`src/rtl/srx_pkg.sv`:
```
package srx_pkg;

   typedef enum logic [2:0] {
      RX_IDLE,
      RX_START,
      RX_DATA,
      RX_PAR,
      RX_STOP
   } rx_state_e;

   typedef struct packed {
      logic ovr;
      logic frm;
      logic par;
   } err_flags_t;

   // length select: 0 -> 7, 2 -> 9, otherwise 8
   function automatic logic [3:0] char_bits(input logic [1:0] sel);
      case (sel)
         2'd0:    char_bits = 4'd7;
         2'd2:    char_bits = 4'd9;
         default: char_bits = 4'd8;
      endcase
   endfunction

endpackage

```
`src/rtl/srx_line_cond.sv`:
```
module srx_line_cond #(
   parameter int SYNC_STAGES = 2
) (
   input  logic clk,
   input  logic rst_n,
   input  logic rxd,
   input  logic line_inv,
   output logic rx_bit
);

   logic lvl;
   assign lvl = rxd ^ line_inv;

   generate
      if (SYNC_STAGES == 0) begin : g_direct
         assign rx_bit = lvl;
      end else begin : g_sync
         logic [SYNC_STAGES-1:0] chain;
         always_ff @(posedge clk or negedge rst_n) begin
            if (!rst_n) begin
               chain <= '1;
            end else begin
               chain[0] <= lvl;
               for (int k = 1; k < SYNC_STAGES; k++) begin
                  chain[k] <= chain[k-1];
               end
            end
         end
         assign rx_bit = chain[SYNC_STAGES-1];
      end
   endgenerate

endmodule

```
`src/rtl/srx_bit_engine.sv`:
```
module srx_bit_engine
   import srx_pkg::*;
#(
   parameter int OS_RATE = 16,
   parameter int DATA_W  = 9
) (
   input  logic              clk,
   input  logic              rst_n,
   input  logic              rx_bit,
   input  logic              os_tick,
   input  logic              rx_en,
   input  logic [1:0]        char_len,
   input  logic              par_en,
   input  logic              par_odd,
   input  logic              two_stop,
   input  logic              msb_first,
   input  logic              data_inv,
   output logic              busy,
   output logic              pre_last,
   output logic              frame_done,
   output logic [DATA_W-1:0] frame_char,
   output logic              frame_fe,
   output logic              frame_pe
);

   localparam int CNT_W = $clog2(OS_RATE);
   localparam int MID   = OS_RATE / 2 - 1;
   localparam int LAST  = OS_RATE - 1;
   localparam int FLD_W = $clog2(DATA_W + 1);
   localparam int IDX_W = $clog2(DATA_W);

   rx_state_e         state;
   logic [CNT_W-1:0]  os_cnt;
   logic [FLD_W-1:0]  fld_cnt;
   logic [DATA_W-1:0] shreg;
   logic              par_acc;
   logic              fe_acc;

   logic [FLD_W-1:0]  len;
   logic              at_mid, at_end, bit_val, is_last, is_prelast, samp;

   assign len     = FLD_W'(char_bits(char_len));
   assign at_mid  = (os_cnt == CNT_W'(MID));
   assign at_end  = (os_cnt == CNT_W'(LAST));
   assign bit_val = rx_bit ^ data_inv;
   assign samp    = os_tick && (state != RX_IDLE) && at_mid;
   assign busy    = (state != RX_IDLE);

   assign is_last = (state == RX_STOP) && (fld_cnt == FLD_W'(two_stop));

   always_comb begin
      if (two_stop) begin
         is_prelast = (state == RX_STOP) && (fld_cnt == '0);
      end else begin
         is_prelast = (state == RX_PAR) ||
                      ((state == RX_DATA) && !par_en && (fld_cnt == len - 1'b1));
      end
   end

   always_ff @(posedge clk or negedge rst_n) begin
      if (!rst_n) begin
         state   <= RX_IDLE;
         os_cnt  <= '0;
         fld_cnt <= '0;
         shreg   <= '0;
         par_acc <= 1'b0;
         fe_acc  <= 1'b0;
      end else if (!rx_en) begin
         state  <= RX_IDLE;
         os_cnt <= '0;
      end else if (os_tick) begin
         if (state == RX_IDLE) begin
            if (!rx_bit) begin
               state   <= RX_START;
               os_cnt  <= CNT_W'(1);
               fld_cnt <= '0;
               par_acc <= 1'b0;
               fe_acc  <= 1'b0;
            end
         end else begin
            os_cnt <= at_end ? '0 : os_cnt + 1'b1;
            if (at_mid) begin
               case (state)
                  RX_START: if (rx_bit) state <= RX_IDLE;
                  RX_DATA: begin
                     shreg[IDX_W'(fld_cnt)] <= bit_val;
                     par_acc <= par_acc ^ bit_val;
                  end
                  RX_PAR: par_acc <= par_acc ^ bit_val;
                  RX_STOP: begin
                     if (!rx_bit) fe_acc <= 1'b1;
                     if (is_last) state <= RX_IDLE;
                  end
                  default: ;
               endcase
            end
            if (at_end) begin
               case (state)
                  RX_START: begin
                     state   <= RX_DATA;
                     fld_cnt <= '0;
                  end
                  RX_DATA: begin
                     if (fld_cnt == len - 1'b1) begin
                        state   <= par_en ? RX_PAR : RX_STOP;
                        fld_cnt <= '0;
                     end else begin
                        fld_cnt <= fld_cnt + 1'b1;
                     end
                  end
                  RX_PAR: begin
                     state   <= RX_STOP;
                     fld_cnt <= '0;
                  end
                  RX_STOP: fld_cnt <= fld_cnt + 1'b1;
                  default: ;
               endcase
            end
         end
      end
   end

   assign frame_done = samp && is_last;
   assign pre_last   = samp && is_prelast;
   assign frame_fe   = fe_acc | ~rx_bit;
   assign frame_pe   = par_en & (par_acc ^ par_odd);

   // place arrival-ordered bits into the character, masked to its length
   always_comb begin
      frame_char = '0;
      for (int i = 0; i < DATA_W; i++) begin
         if (i < int'(len)) begin
            if (msb_first) begin
               frame_char[i] = shreg[IDX_W'(int'(len) - 1 - i)];
            end else begin
               frame_char[i] = shreg[i];
            end
         end
      end
   end

endmodule

```
`src/rtl/srx_rx_buffer.sv`:
```
module srx_rx_buffer
   import srx_pkg::*;
#(
   parameter int DATA_W = 9
) (
   input  logic              clk,
   input  logic              rst_n,
   input  logic              frame_done,
   input  logic [DATA_W-1:0] frame_char,
   input  logic              frame_fe,
   input  logic              frame_pe,
   input  logic              pre_last,
   input  logic              busy,
   input  logic              rd_stb,
   input  logic              rts_en,
   output logic [DATA_W-1:0] rx_data,
   output logic              rx_full,
   output logic              ovr_err,
   output logic              frm_err,
   output logic              par_err,
   output logic              err_any,
   output logic              rx_irq,
   output logic              rts_out
);

   logic [DATA_W-1:0] data_q, data_n;
   logic              full_q, full_n;
   err_flags_t        flags_q, flags_n;
   logic              sum_q, irq_q, frame_ovr_q;
   logic              load, ovr_hit;

   assign ovr_hit = pre_last & full_q;
   assign load    = frame_done & ~frame_ovr_q;

   always_comb begin
      data_n  = data_q;
      full_n  = full_q;
      flags_n = flags_q;
      if (load) begin
         data_n      = frame_char;
         full_n      = 1'b1;
         flags_n.frm = frame_fe;
         flags_n.par = frame_pe;
      end else if (rd_stb) begin
         full_n  = 1'b0;
         flags_n = '0;
      end
      if (ovr_hit) flags_n.ovr = 1'b1;
   end

   always_ff @(posedge clk or negedge rst_n) begin
      if (!rst_n) begin
         data_q      <= '0;
         full_q      <= 1'b0;
         flags_q     <= '0;
         sum_q       <= 1'b0;
         irq_q       <= 1'b0;
         frame_ovr_q <= 1'b0;
      end else begin
         data_q      <= data_n;
         full_q      <= full_n;
         flags_q     <= flags_n;
         sum_q       <= |flags_n;
         irq_q       <= load;
         frame_ovr_q <= busy ? (frame_ovr_q | ovr_hit) : 1'b0;
      end
   end

   assign rx_data = data_q;
   assign rx_full = full_q;
   assign ovr_err = flags_q.ovr;
   assign frm_err = flags_q.frm;
   assign par_err = flags_q.par;
   assign err_any = sum_q;
   assign rx_irq  = irq_q;
   assign rts_out = rts_en & full_q;

endmodule

```
`src/rtl/serial_rx_frame.sv`:
```
module serial_rx_frame #(
   parameter int OS_RATE     = 16,
   parameter int DATA_W      = 9,
   parameter int SYNC_STAGES = 2
) (
   input  logic              clk,
   input  logic              rst_n,
   input  logic              rxd,
   input  logic              os_tick,
   input  logic              rx_en,
   input  logic [1:0]        char_len,
   input  logic              par_en,
   input  logic              par_odd,
   input  logic              two_stop,
   input  logic              msb_first,
   input  logic              data_inv,
   input  logic              line_inv,
   input  logic              rts_en,
   input  logic              rd_stb,
   output logic [DATA_W-1:0] rx_data,
   output logic              rx_full,
   output logic              ovr_err,
   output logic              frm_err,
   output logic              par_err,
   output logic              err_any,
   output logic              rts_out,
   output logic              rx_irq
);

   initial begin
      assert (OS_RATE >= 4 && OS_RATE % 2 == 0)
         else $error("OS_RATE must be even and at least 4");
      assert (DATA_W >= 9)
         else $error("DATA_W must hold a 9-bit character");
      assert (SYNC_STAGES >= 0 && SYNC_STAGES <= 4)
         else $error("SYNC_STAGES out of range");
   end

   logic              rx_bit;
   logic              eng_busy, pre_last, frame_done, frame_fe, frame_pe;
   logic [DATA_W-1:0] frame_char;

   srx_line_cond #(.SYNC_STAGES(SYNC_STAGES)) u_line (
      .clk      (clk),
      .rst_n    (rst_n),
      .rxd      (rxd),
      .line_inv (line_inv),
      .rx_bit   (rx_bit)
   );

   srx_bit_engine #(.OS_RATE(OS_RATE), .DATA_W(DATA_W)) u_eng (
      .clk        (clk),
      .rst_n      (rst_n),
      .rx_bit     (rx_bit),
      .os_tick    (os_tick),
      .rx_en      (rx_en),
      .char_len   (char_len),
      .par_en     (par_en),
      .par_odd    (par_odd),
      .two_stop   (two_stop),
      .msb_first  (msb_first),
      .data_inv   (data_inv),
      .busy       (eng_busy),
      .pre_last   (pre_last),
      .frame_done (frame_done),
      .frame_char (frame_char),
      .frame_fe   (frame_fe),
      .frame_pe   (frame_pe)
   );

   srx_rx_buffer #(.DATA_W(DATA_W)) u_buf (
      .clk        (clk),
      .rst_n      (rst_n),
      .frame_done (frame_done),
      .frame_char (frame_char),
      .frame_fe   (frame_fe),
      .frame_pe   (frame_pe),
      .pre_last   (pre_last),
      .busy       (eng_busy),
      .rd_stb     (rd_stb),
      .rts_en     (rts_en),
      .rx_data    (rx_data),
      .rx_full    (rx_full),
      .ovr_err    (ovr_err),
      .frm_err    (frm_err),
      .par_err    (par_err),
      .err_any    (err_any),
      .rx_irq     (rx_irq),
      .rts_out    (rts_out)
   );

endmodule

```
`config.mk`:
```
export PLATFORM = sky130hd
export DESIGN_NAME = serial_rx_frame
export DESIGN_NICKNAME = d
export VERILOG_FILES = /design/src/rtl/srx_pkg.sv /design/src/rtl/srx_line_cond.sv /design/src/rtl/srx_bit_engine.sv /design/src/rtl/srx_rx_buffer.sv /design/src/rtl/serial_rx_frame.sv
export SDC_FILE = /design/constraint.sdc
export NUM_CORES = 1
export LEC_CHECK = 0
export ABC_AREA = 1
export ABC_CLOCK_PERIOD_IN_PS = 2000
export BUFFER_PORTS_ARGS = -buffer_cell sky130_fd_sc_hd__buf_2
export CELL_PAD_IN_SITES_DETAIL_PLACEMENT = 1
export CELL_PAD_IN_SITES_GLOBAL_PLACEMENT = 2
export CORE_ASPECT_RATIO = 0.6
export CORE_MARGIN = 2
export CORE_UTILIZATION = 25
export DETAILED_ROUTE_END_ITERATION = 6
export PLACE_DENSITY_LB_ADDON = 0.1
export SYNTH_ARGS = -nofsm -noshare
export SYNTH_HDL_FRONTEND = slang
export SYNTH_SLANG_ARGS = --single-unit
```
`constraint.sdc`:
```
create_clock -name clk -period 2 [get_ports clk]
set_clock_uncertainty 0.2 [all_clocks]
set_input_delay 0.4 -clock clk [delete_from_list [all_inputs] [get_ports clk]]
set_output_delay 0.4 -clock clk [all_outputs]
set_load 0.01 [all_outputs]
```
# == Yosys cells after proc, flatten, opt, wreduce, memory -nomap -nowiden ==
# Index checks and enable logic that the tools add are counted.
# word_totals
in_bits,15
output_inout_bits,16
wordCells,189
register_bits,40
# op_classes
n_bitwise,13
n_eq_ne,13
reduce_logical,29
n_addsub,12
order_cmp,20
muxes,87
# ops
cell,n
4-bit by 6-bit less-than comparator with 1-bit output (second input constant),9
1-bit two-way mux,51
1-bit binary-select mux with 4-bit select,9
4-bit two-way mux,9
3-bit two-way mux,11
4-bit subtractor (second input constant),5
3-bit by 4-bit less-than comparator with 1-bit output (first input constant),4
5-bit AND reduction,3
4-bit case mux with 3 select lines,1
2-bit nonzero test,5
9-bit bitwise mux,1
1-bit logical AND,9
3-bit case mux with 3 select lines,1
4-bit by 1-bit adder with 4-bit output (second input constant),2
1-bit by 4-bit less-than comparator with 1-bit output (first input constant),2
2-bit by 4-bit less-than comparator with 1-bit output (first input constant),2
4-bit case mux with 2 select lines,1
4-bit by 1-bit subtractor with 4-bit output (second input constant),2
4-bit by 3-bit subtractor with 4-bit output (second input constant),2
3-bit by 2-bit equality test with 1-bit output (second input constant),2
3-bit != test (second input constant),2
3-bit case mux with 2 select lines,1
6-bit AND reduction,1
4-bit by 5-bit less-than comparator with 1-bit output (second input constant),1
27 further kinds,38

# == Logic depth before layout (Yosys ltp) ==
# logic_depth
word_depth,11
depth_mapped,12
ltp_nobuf,11

# == By module ==
# A second synthesis with hierarchy kept.
# hier_totals
cells_unflattened,319
area_unflattened_um2,2411.1
# modules_own_cells
mod,instances,cells_per_inst,area_per_inst_um2,seq_area_each_um2
srx_bit_engine,1,242,1686.6,550.5
srx_rx_buffer,1,70,653.1,400.4
srx_line_cond,1,7,71.3,52.6

# == Least setup slack after synthesis ==
# OpenSTA, ideal clock, no wires.
# synth_path
path_kind,flip-flop to flip-flop
start,register u_eng.os_cnt[0]
end,"register u_buf.data_q[3], in the netlist u_buf.rx_data[3]"
path_buffers,0
setup_slack_ps,344
setup_time_ps,117
required_ps,1683
arrival_time_ps,1339
path_stages_with_launch,10
period_less_slack_ps,1656
cell_sequence,dfrtp_1 > ha_1 > nand2_2 > nor2_4 > inv_2 > nor2_8 > nand2_4 > or2_0 > o21ai_1 > inv_1
# synth_via
elab_chain_cells,4
# synth_lines
item,line_no,text
start: declaration,srx_bit_engine.sv:33,logic [CNT_W-1:0] os_cnt;
start signal: assignment,srx_bit_engine.sv:81,os_cnt <= at_end ? '0 : os_cnt + 1'b1;
4-bit by 3-bit equality test with 1-bit output,srx_bit_engine.sv:43,assign at_mid = (os_cnt == CNT_W'(MID));
1-bit logical AND,srx_bit_engine.sv:46,assign samp = os_tick && (state != RX_IDLE) && at_mid;
1-bit logical AND,srx_bit_engine.sv:123,assign frame_done = samp && is_last;
1-bit bitwise AND,srx_rx_buffer.sv:33,assign load = frame_done & ~frame_ovr_q;
end signal: assignment,srx_rx_buffer.sv:60,data_q <= data_n;
end: declaration,srx_rx_buffer.sv:26,"logic [DATA_W-1:0] data_q, data_n;"
# Every way passes these cells.
# A chain may end at the register's enable or synchronous reset.

# == Worst setup path in the final report ==
# Same ends and word-level chain as after synthesis.

==> out/metrics.yaml <==
grt_pass1_vias: 2221
ys_ff_latch: 40
cts_tree: "built"
total_power_w: 0.00201
leakagePower_nw: 1.52
synthFlopType: "dfrtp_1"
num_rows: 27
drv_slew: 0
insertion_delay_ps: 290
yosysSeqAreaShare_pct: 42.2
path_max_fanout: 17
synth_area_sq_um: 2380
crit_path_start_kind: "flip-flop"
dp_hpwl_um: 6190
async_reset_ff_share_pct: 100
routed_wl_um: 7570
firstDrtPassIters: 4
coreArea_sq_um: 9220
ant_nets: 0
power.density_nw_per_um2: 683
port_buffers: 30
maxCapViolations: 0
path_class: "reg2reg"
ys_warn_count: 0
grt_antenna_before_repair: 0
grt_pass1_wl_um: 12200
drc_errors: 0
setup-violations-final: 0
die_x_um: 130
syn_avg_cell_area_sq_um: 7.37
gp_congestion: 0.862
synth_compound_area_share_pct: 14.1
antenna_cells: 0
grt.total_usage_pct: 15.8
dieHeight_um: 79.6
worst_pin_slew_ps: 493
cts_root_buf: "clkbuf_16"
vias: 2221
nFillCells: 1164
htreeDepth: 2
viasPerCell: 4.42
start_util_pct: 25.8
fmax_mhz: 522
cts_sinks: 40
area_growth_pct: 23.5
routedWlPerCell_um: 15.1
required_ps: 1980
io_pins: 31
fin_crit_sh_pct: 95.7
synth-xor-area-share_pct: 1.47
endpoint_kind: "flip-flop"
dp_worst_setup_slack_ps: 65.6
drt_iter0_drc: 103
clkTransAtPathRegs_ps: 60
dieArea_sq_um: 10300
postCtsResizedCells: 0
regToRegSetupSlack_ps: 90
crit_arrival_ps: 1890
rsz0062_at_grt: "yes"
synth_fp_nets: 343
synth_top_family_by_area: "simple AND/OR/NAND/NOR gates"
synthSimpleGateAreaFrac_pct: 31.3
min_path_type: "in2reg"
synthCells: 323
slew_headroom_pct: 67.2
grt_overflow: 0
multi_input_area_sq_um: 1180
synth-edff-count: 0
fin_ws_ps: 85.8
nets: 391
final_common_cell: "nand2_1"
irDropWorstVdd_v: 0.000467
numCtsBuffers: 5
grt_max_degree: 26
synthMuxAreaShare_pct: 0
fin_crit_ps: 1910
ys_types: 34
cts_buffer_depth: 2
run_status: "complete, no violations"
layout_common_cells: "nand2_1, dfrtp_1, inv_1, nor2_1, buf_2"
hold_violations: 0
drive_gt1_share_pct: 21.2
synth_fa_ha_area_share_pct: 2.63
seq_area_sq_um: 1000
-- through the flow --
stage               hold WS [ps]  instances  TNS, ps  instance area (sq um)  util [%]
finish                      55.4        502        0                   2940      31.9
CTS                         47.6        501        0                   2930      31.8
global placement             146        492        0                   2770      30.1
global route                60.0        502    -14.5                   2940      31.9
detailed placement           149        492        0                   2770      30.1
floorplan                  -95.6        323        0                   2380         -
-- cell type report --
type,count,share of cell area [%]
clock inverter,1,0.255
clock buffer,7,4.85
timing repair buffer,44,9.20
sequential,40,34.1
tap,130,5.53
inverter,45,5.92
multi-input combinational,235,40.1
-- metal layers --
layer / GRT usage (%) / wire [um] / vias up
li1: - / - / 1130
met1: 27.0 / 4570 / 1046
met2: 18.7 / 2480 / 41
met3: 3.69 / 476 / 4
met4: 2.90 / 49 / 0
met5: 0 / 0 / -
-- synthesized netlist by cell type, types with 3 or more instances --
master,count,area (sq um)
nand2_1,92,345
dfrtp_1,38,951
inv_1,33,124
nor2_1,30,113
nand3_1,24,120
o21ai_0,20,100
a21oi_1,15,75.1
o21ai_1,11,55.1
inv_2,10,37.5
ha_1,5,62.6
nor2_2,5,31.3
nand2_2,4,25.0
o211ai_1,4,30.0
nand4_1,3,18.8
nor2_4,3,33.8
-- path summary, 6_finish.rpt --
kind                       depth (start not counted)                      to              startpoint
max                                                9        u_buf.rx_data[3]         u_eng.os_cnt[0]
min in group asynchronous                          2          u_eng.shreg[2]                   rst_n
max in group asynchronous                          3           u_buf.rx_full                   rst_n
max reg2reg                                        9        u_buf.rx_data[3]         u_eng.os_cnt[0]
min reg2reg                                        0  u_line.g_sync.chain[1]  u_line.g_sync.chain[0]
min                                                2  u_line.g_sync.chain[0]                     rxd
-- power breakdown --
group	total, W	switching, W	internal [W]	leakage (nW)
combinational	0.000310	0.000204	0.000106	0.905
sequential	0.000865	0.0000300	0.000835	0.543
clock	0.000833	0.000335	0.000497	0.0701
total	0.00201	0.000569	0.00144	1.52
-- critical path, stage by stage (launching register included) --
cell	delay (ps)
dfrtp_1	380
ha_1	190
nand2_2	110
nor2_4	140
inv_2	80
nor2_8	160
nand2_4	150
or2_0	270
o21ai_1	80
inv_1	50
-- logic make-up (layout without fill, tap and decap cells) --
kind of cell / after synthesis / after routing
simple gates: 166 / 166
compound gates: 60 / 60
buf+inv: 48 / 97
flops: 40 / 40
fa+ha+maj: 5 / 5
xor+xnor: 4 / 4
-- sequential cells by signal, indices dropped and copies added (netlist names), 2 cells and up --
signal,count
u_buf.rx_data,9
u_eng.shreg,9
u_eng.fld_cnt,4
u_eng.os_cnt,4
u_eng.state,3
u_line.g_sync.chain,2
-- timing repair --
item | CTS | global route
hold endpoints to repair | 13 | 0
hold buffers | 1 | 0
endpoints found under the setup margin | 0 | 7
buffers inserted | 0 | 1
Power figures use the tool's default switching activity.
